`src/rtl/sbb_pkg.sv`:
```
package sbb_pkg;
   typedef enum logic [2:0] {
      REC_IDLE  = 3'd0,
      REC_STORE = 3'd1,
      REC_SKIP  = 3'd2,
      REC_FULL  = 3'd3,
      REC_MULTI = 3'd4
   } rec_kind_t;

   localparam logic MODE_TEST   = 1'b1;
   localparam logic MODE_NORMAL = 1'b0;
endpackage

```
`src/rtl/sbb_syn_enc.sv`:
```
module sbb_syn_enc #(
   parameter int DATA_W = 8,
   localparam int IDX_W = $clog2(DATA_W)
) (
   input  logic [DATA_W-1:0] syn,
   output logic              any,
   output logic              multi,
   output logic [IDX_W-1:0]  idx
);
   logic found;

   always_comb begin
      idx   = '0;
      found = 1'b0;
      for (int b = 0; b < DATA_W; b++) begin
         if (syn[b] && !found) begin
            idx   = IDX_W'(b);
            found = 1'b1;
         end
      end
   end

   assign any   = |syn;
   assign multi = |(syn & (syn - DATA_W'(1)));
endmodule

```
`src/rtl/sbb_alloc.sv`:
```
module sbb_alloc #(
   parameter int ENTRIES = 4
) (
   input  logic [ENTRIES-1:0] occupied,
   output logic [ENTRIES-1:0] pick,
   output logic               full
);
   logic taken;

   always_comb begin
      pick  = '0;
      taken = 1'b0;
      for (int e = 0; e < ENTRIES; e++) begin
         if (!occupied[e] && !taken) begin
            pick[e] = 1'b1;
            taken   = 1'b1;
         end
      end
   end

   assign full = &occupied;
endmodule

```
`src/rtl/sbb_entry.sv`:
```
module sbb_entry #(
   parameter int ROW_W  = 3,
   parameter int COL_W  = 2,
   parameter int DATA_W = 8,
   localparam int IDX_W = $clog2(DATA_W)
) (
   input  logic              clk,
   input  logic              rst_n,
   input  logic              load,
   input  logic [ROW_W-1:0]  ld_row,
   input  logic [COL_W-1:0]  ld_col,
   input  logic [IDX_W-1:0]  ld_idx,
   input  logic [ROW_W-1:0]  cmp_row,
   input  logic [COL_W-1:0]  cmp_col,
   input  logic              wr_en,
   input  logic [DATA_W-1:0] wdata,
   output logic              occupied,
   output logic              row_hit,
   output logic              col_hit,
   output logic [IDX_W-1:0]  bit_idx,
   output logic              spare
);
   logic [ROW_W-1:0] row_q;
   logic [COL_W-1:0] col_q;

   always_ff @(posedge clk or negedge rst_n) begin
      if (!rst_n) begin
         occupied <= 1'b0;
         row_q    <= '0;
         col_q    <= '0;
         bit_idx  <= '0;
         spare    <= 1'b0;
      end else if (load) begin
         occupied <= 1'b1;
         row_q    <= ld_row;
         col_q    <= ld_col;
         bit_idx  <= ld_idx;
         spare    <= 1'b0;
      end else if (wr_en) begin
         spare    <= wdata[bit_idx];
      end
   end

   assign row_hit = occupied && (row_q == cmp_row);
   assign col_hit = occupied && (col_q == cmp_col);
endmodule

```
`src/rtl/spare_bit_bitmap.sv`:
```
module spare_bit_bitmap
   import sbb_pkg::*;
#(
   parameter int ROW_W   = 3,
   parameter int COL_W   = 2,
   parameter int DATA_W  = 8,
   parameter int ENTRIES = 4,
   localparam int ADDR_W = ROW_W + COL_W,
   localparam int IDX_W  = $clog2(DATA_W)
) (
   input  logic              clk,
   input  logic              rst_n,
   input  logic              test_mode,
   input  logic              flt_valid,
   input  logic [ADDR_W-1:0] flt_addr,
   input  logic [DATA_W-1:0] flt_syn,
   output logic              repairable,
   output logic              line_repair,
   input  logic [ADDR_W-1:0] acc_addr,
   input  logic              acc_we,
   input  logic [DATA_W-1:0] acc_wdata,
   input  logic [DATA_W-1:0] ram_rdata,
   output logic [DATA_W-1:0] acc_rdata,
   output logic              spare_hit
);
   if (ROW_W < 1 || COL_W < 1) begin : g_bad_addr
      $error("spare_bit_bitmap: ROW_W and COL_W must be at least 1");
   end
   if (DATA_W < 2) begin : g_bad_data
      $error("spare_bit_bitmap: DATA_W must be at least 2");
   end
   if (ENTRIES < 1) begin : g_bad_depth
      $error("spare_bit_bitmap: ENTRIES must be at least 1");
   end

   logic [ADDR_W-1:0] cmp_addr;
   logic [ROW_W-1:0]  cmp_row;
   logic [COL_W-1:0]  cmp_col;
   logic              syn_any, syn_multi;
   logic [IDX_W-1:0]  syn_idx;
   logic [ENTRIES-1:0] occ, rhit, chit, same, hit, pick, load;
   logic [ENTRIES-1:0] spare_v;
   logic [IDX_W-1:0]  ent_idx [ENTRIES];
   logic              full, dup;
   rec_kind_t         rec;

   // One comparator set per entry serves both modes.
   assign cmp_addr = (test_mode == MODE_TEST) ? flt_addr : acc_addr;
   assign cmp_row  = cmp_addr[ADDR_W-1:COL_W];
   assign cmp_col  = cmp_addr[COL_W-1:0];

   sbb_syn_enc #(.DATA_W(DATA_W)) u_enc (
      .syn   (flt_syn),
      .any   (syn_any),
      .multi (syn_multi),
      .idx   (syn_idx)
   );

   sbb_alloc #(.ENTRIES(ENTRIES)) u_alloc (
      .occupied (occ),
      .pick     (pick),
      .full     (full)
   );

   for (genvar e = 0; e < ENTRIES; e++) begin : g_ent
      sbb_entry #(.ROW_W(ROW_W), .COL_W(COL_W), .DATA_W(DATA_W)) u_ent (
         .clk      (clk),
         .rst_n    (rst_n),
         .load     (load[e]),
         .ld_row   (cmp_row),
         .ld_col   (cmp_col),
         .ld_idx   (syn_idx),
         .cmp_row  (cmp_row),
         .cmp_col  (cmp_col),
         .wr_en    (hit[e] && acc_we),
         .wdata    (acc_wdata),
         .occupied (occ[e]),
         .row_hit  (rhit[e]),
         .col_hit  (chit[e]),
         .bit_idx  (ent_idx[e]),
         .spare    (spare_v[e])
      );
      assign same[e] = rhit[e] && chit[e] && (ent_idx[e] == syn_idx);
      assign hit[e]  = (test_mode == MODE_NORMAL) && rhit[e] && chit[e];
      assign load[e] = (rec == REC_STORE) && pick[e];
   end

   assign dup = |same;

   always_comb begin
      if (!(test_mode == MODE_TEST && flt_valid && syn_any)) rec = REC_IDLE;
      else if (syn_multi)                                   rec = REC_MULTI;
      else if (dup)                                         rec = REC_SKIP;
      else if (full)                                        rec = REC_FULL;
      else                                                  rec = REC_STORE;
   end

   always_ff @(posedge clk or negedge rst_n) begin
      if (!rst_n) begin
         repairable  <= 1'b1;
         line_repair <= 1'b0;
      end else begin
         if (rec == REC_FULL)  repairable  <= 1'b0;
         if (rec == REC_MULTI) line_repair <= 1'b1;
      end
   end

   for (genvar b = 0; b < DATA_W; b++) begin : g_bit
      logic sel_v;
      always_comb begin
         sel_v = ram_rdata[b];
         for (int e = 0; e < ENTRIES; e++) begin
            if (hit[e] && ent_idx[e] == IDX_W'(b)) sel_v = spare_v[e];
         end
      end
      assign acc_rdata[b] = sel_v;
   end

   assign spare_hit = |hit;
endmodule

```
`config.mk`:
```
export PLATFORM = sky130hd
export DESIGN_NAME = spare_bit_bitmap
export DESIGN_NICKNAME = d
export VERILOG_FILES = /design/src/rtl/sbb_pkg.sv /design/src/rtl/sbb_syn_enc.sv /design/src/rtl/sbb_alloc.sv /design/src/rtl/sbb_entry.sv /design/src/rtl/spare_bit_bitmap.sv
export SDC_FILE = /design/constraint.sdc
export NUM_CORES = 1
export LEC_CHECK = 0
export BUFFER_PORTS_ARGS = -buffer_cell sky130_fd_sc_hd__buf_4
export CORE_ASPECT_RATIO = 1.4
export CORE_UTILIZATION = 46
export CTS_CLUSTER_DIAMETER = 150
export CTS_CLUSTER_SIZE = 40
export DETAILED_ROUTE_END_ITERATION = 16
export GPL_ROUTABILITY_DRIVEN = 0
export HOLD_SLACK_MARGIN = 0.05
export PLACE_DENSITY = 0.67
export SYNTH_ARGS = -nofsm -noshare
export SYNTH_HDL_FRONTEND = slang
export SYNTH_HIERARCHICAL = 1
export SYNTH_SLANG_ARGS = --single-unit
```
`constraint.sdc`:
```
create_clock -name clk -period 9.96 [get_ports clk]
set_clock_uncertainty 0.1 [all_clocks]
set_input_delay 1.992 -clock clk [delete_from_list [all_inputs] [get_ports clk]]
set_output_delay 1.992 -clock clk [all_outputs]
set_load 0.02 [all_outputs]
```
==> flow_metrics.py <==
metrics = {
    "power_and_ir_drop": {
        "p_per_area_nw_per_um2": 109,
        "power_uw": 413,
        "ir_drop_uv": 99.2,
        "leakage_nw": 1.66,
    },
    "clock_network": {
        "cts_buffers": 5,
        "cts_resized": 0,
        "cts_buffer_depth": 2,
        "hold_buffers": 0,
        "cts_root_buf": "clkbuf_8",
        "cts_setup_buffers": 0,
        "cts.sinks": 42,
        "cts_tree": "done",
        "cts_max_level": 2,
        "clock_latency_ps": 300,
        "clkTransAtPathRegs_ps": 80,
    },
    "critical_path": {
        "start_kind": "input pin",
        "r2r-start": "g_ent[0].u_ent/row_q[1]$_DFFE_PN0P_",
        "end_kind": "output pin",
        "critical_path_class": "in2out",
        "worst_ep_required_time_ps": 7870,
        "reg2reg_slack_ps": 7220,
        "worstPathMaxFanout": 20,
        "cp-startpoint": "test_mode",
        "arrival_ps": 4810,
    },
    "place": {
        "io_buffers": 49,
        "placed_cells_incl_taps": 457,
        "place_area_um2": 3660,
        "dpl.hpwl_mm": 6.01,
    },
    "final_layout": {
        "num_antenna_cells": 0,
        "fin_cells": 465,
        "finalInstanceArea_um2": 3780,
        "utilization_pct": 54.4,
        "drive_above_1_share_pct": 33.5,
        "fillCellCount": 657,
        "syn_to_final_growth_pct": 14.8,
        "num-nets-final": 408,
    },
    "grt": {
        "grt_use_total_pct": 22.6,
        "grt_pass1_wl_mm": 12.7,
        "antenna_found_initial": 0,
        "grt_max_degree": 43,
        "first_global_vias": 2666,
        "grt_overflow": 0,
    },
    "synth": {
        "synthTopCellsByArea": "dfrtp_1 31%, mux2_2 16%, xor2_1 5.3%, nor2_1 3.5%, xnor2_1 3.2%",
        "ys_types": 63,
        "synthXorXnorAreaFrac_pct": 8.52,
        "synthAdderAreaFrac_pct": 0.304,
        "synth-simple-area-share_pct": 23.7,
        "synth-edff-count": 0,
        "synth-seq-area-share_pct": 32.0,
        "synth-main-ff-cell": "dfrtp_1",
        "synthCells": 332,
        "synth-compound-area-share_pct": 10.5,
        "synthArstFlopShare_pct": 100,
        "synth_common_cells": "47 x mux2_2, 41 x dfrtp_1, 31 x nor2_1, 20 x xor2_1, 19 x nor3_1",
        "synth_top_family_by_area": "simple AND/OR/NAND/NOR gates",
        "synth.avg_cell_area_um2": 9.90,
        "yosys.area.top_type": "dfrtp_1",
        "syn_nets": 371,
        "ys_seq_elements": 42,
        "yosysWarnings": 6,
        "synth_most_common_cell": "mux2_2",
        "yosys-mux-area-fraction_pct": 21.0,
        "synth_top_area_share_pct": 31.2,
        "synth_area_um2": 3290,
    },
    "min_path": {
        "hp-class": "reg2reg",
        "worstHoldStart": "line_repair$_DFFE_PN0N_",
    },
    "die": {
        "dieHeight_um": 102,
        "start_util_pct": 47.4,
        "core_area_um2": 6940,
        "dieArea_um2": 7490,
        "die_x_um": 73.5,
        "io_pins": 50,
        "rows": 36,
    },
    "timing": {
        "fmax_mhz": 145,
        "tightest_slew_ps": 1290,
        "final-hold-violation-count": 0,
        "fin_setup_tns_ps": 0,
        "rsz0062_at_grt": "no",
        "maxSlewViolCount": 0,
        "max-slew-margin-rel_pct": 13.2,
        "setup_violations": 0,
        "period_minus_slack_ps": 6900,
        "min_period_over_period_pct": 69.3,
    },
    "detailed_routing": {
        "wl_mm": 7.86,
        "drt-initial-drc-count": 90,
        "ant_nets": 0,
        "wl_per_cell_um": 16.9,
        "first_pass_iters": 4,
        "avgViaCountPerCell": 5.79,
        "drcViolationCount": 0,
        "num_vias": 2694,
    },
    "run": {
        "maxCapViolations": 0,
    },
    "outcome": {
        "outcome": "complete, no violations",
    },
}
## layout by cell type (no fill, tap or decap), types with 5 or more instances in the layout
master / instances
buf_4: 50
mux2_2: 47
dfrtp_1: 41
nor2_1: 31
xor2_1: 20
nor3_1: 19
nand2_1: 16
xnor2_1: 12
nor4_1: 8
nand2b_1: 8
mux2i_1: 7
nand3b_1: 7
nand3_1: 6
and3_1: 5
a311oi_1: 5
clkbuf_8: 5
## metal layers
| metal | part of all wire [%] | global-route usage (%) |
|---|---|---|
| met1 | 41 | 26.8 |
| met2 | 53 | 39.5 |
| met3 | 3.0 | 2.86 |
| met4 | 3.1 | 11.4 |
| met5 | 0 | 0 |
## registers in the layout, summed over array words and instances, names as in the netlist
name	cells
g_ent.u_ent/bit_idx	12
g_ent.u_ent/row_q	12
g_ent.u_ent/col_q	8
g_ent.u_ent/occupied	4
g_ent.u_ent/spare	4
line_repair	1
repairable	1
## power breakdown
part / internal [mW] / leakage, nW / switching, mW / total [mW]
logic: 0.0443 / 1.04 / 0.0362 / 0.0805
clock network: 0.0746 / 0.0504 / 0.0624 / 0.137
registers: 0.181 / 0.569 / 0.0149 / 0.196
## cell type report
type / instances / area (um2) / share of cell area, %
Timing Repair Buffer: 50 / 375 / 9.94
Tap cell: 95 / 119 / 3.15
Sequential cell: 42 / 1050 / 27.9
Multi-Input combinational cell: 267 / 2100 / 55.7
Inverter: 3 / 11.3 / 0.298
Clock buffer: 5 / 68.8 / 1.82
Clock inverter: 3 / 45.0 / 1.19
## final timing paths
| kind | end | cells past startpoint |
|---|---|---|
| setup / recovery | acc_rdata[1] | 11 |
| hold / removal | line_repair$_DFFE_PN0N_ | 1 |
| setup reg to reg | g_ent[2].u_ent/occupied$_DFFE_PN0P_ | 8 |
| hold reg to reg | line_repair$_DFFE_PN0N_ | 1 |
| max in group asynchronous | repairable$_DFFE_PN1N_ | 1 |
| min in group asynchronous | g_ent[3].u_ent/col_q[1]$_DFFE_PN0P_ | 1 |
## logic make-up after synthesis
kind of cell    count (synthesis)
flops                          42
compound gates                 44
fa+ha+maj                       1
buf+inv                        23
simple gates                  132
mux                            58
xor+xnor                       32
## worst max-delay path, stage by stage
cell,delay (ps)
buf_4,250
mux2_2,460
xnor2_1,170
nand2_1,70
nor3_1,460
nor4bb_4,400
nand3b_1,140
mux2i_1,160
a2111oi_1,420
a211o_1,160
buf_4,130
## per-stage QoR
step                      hold WS [ps]  setup slack, ps
after floorplan                    385             3230
after global placement             368             3110
after detailed placement           365             3100
after CTS                          384             3080
after global routing               401             2840
final                              378             3060
Power figures use the tool's default switching activity.
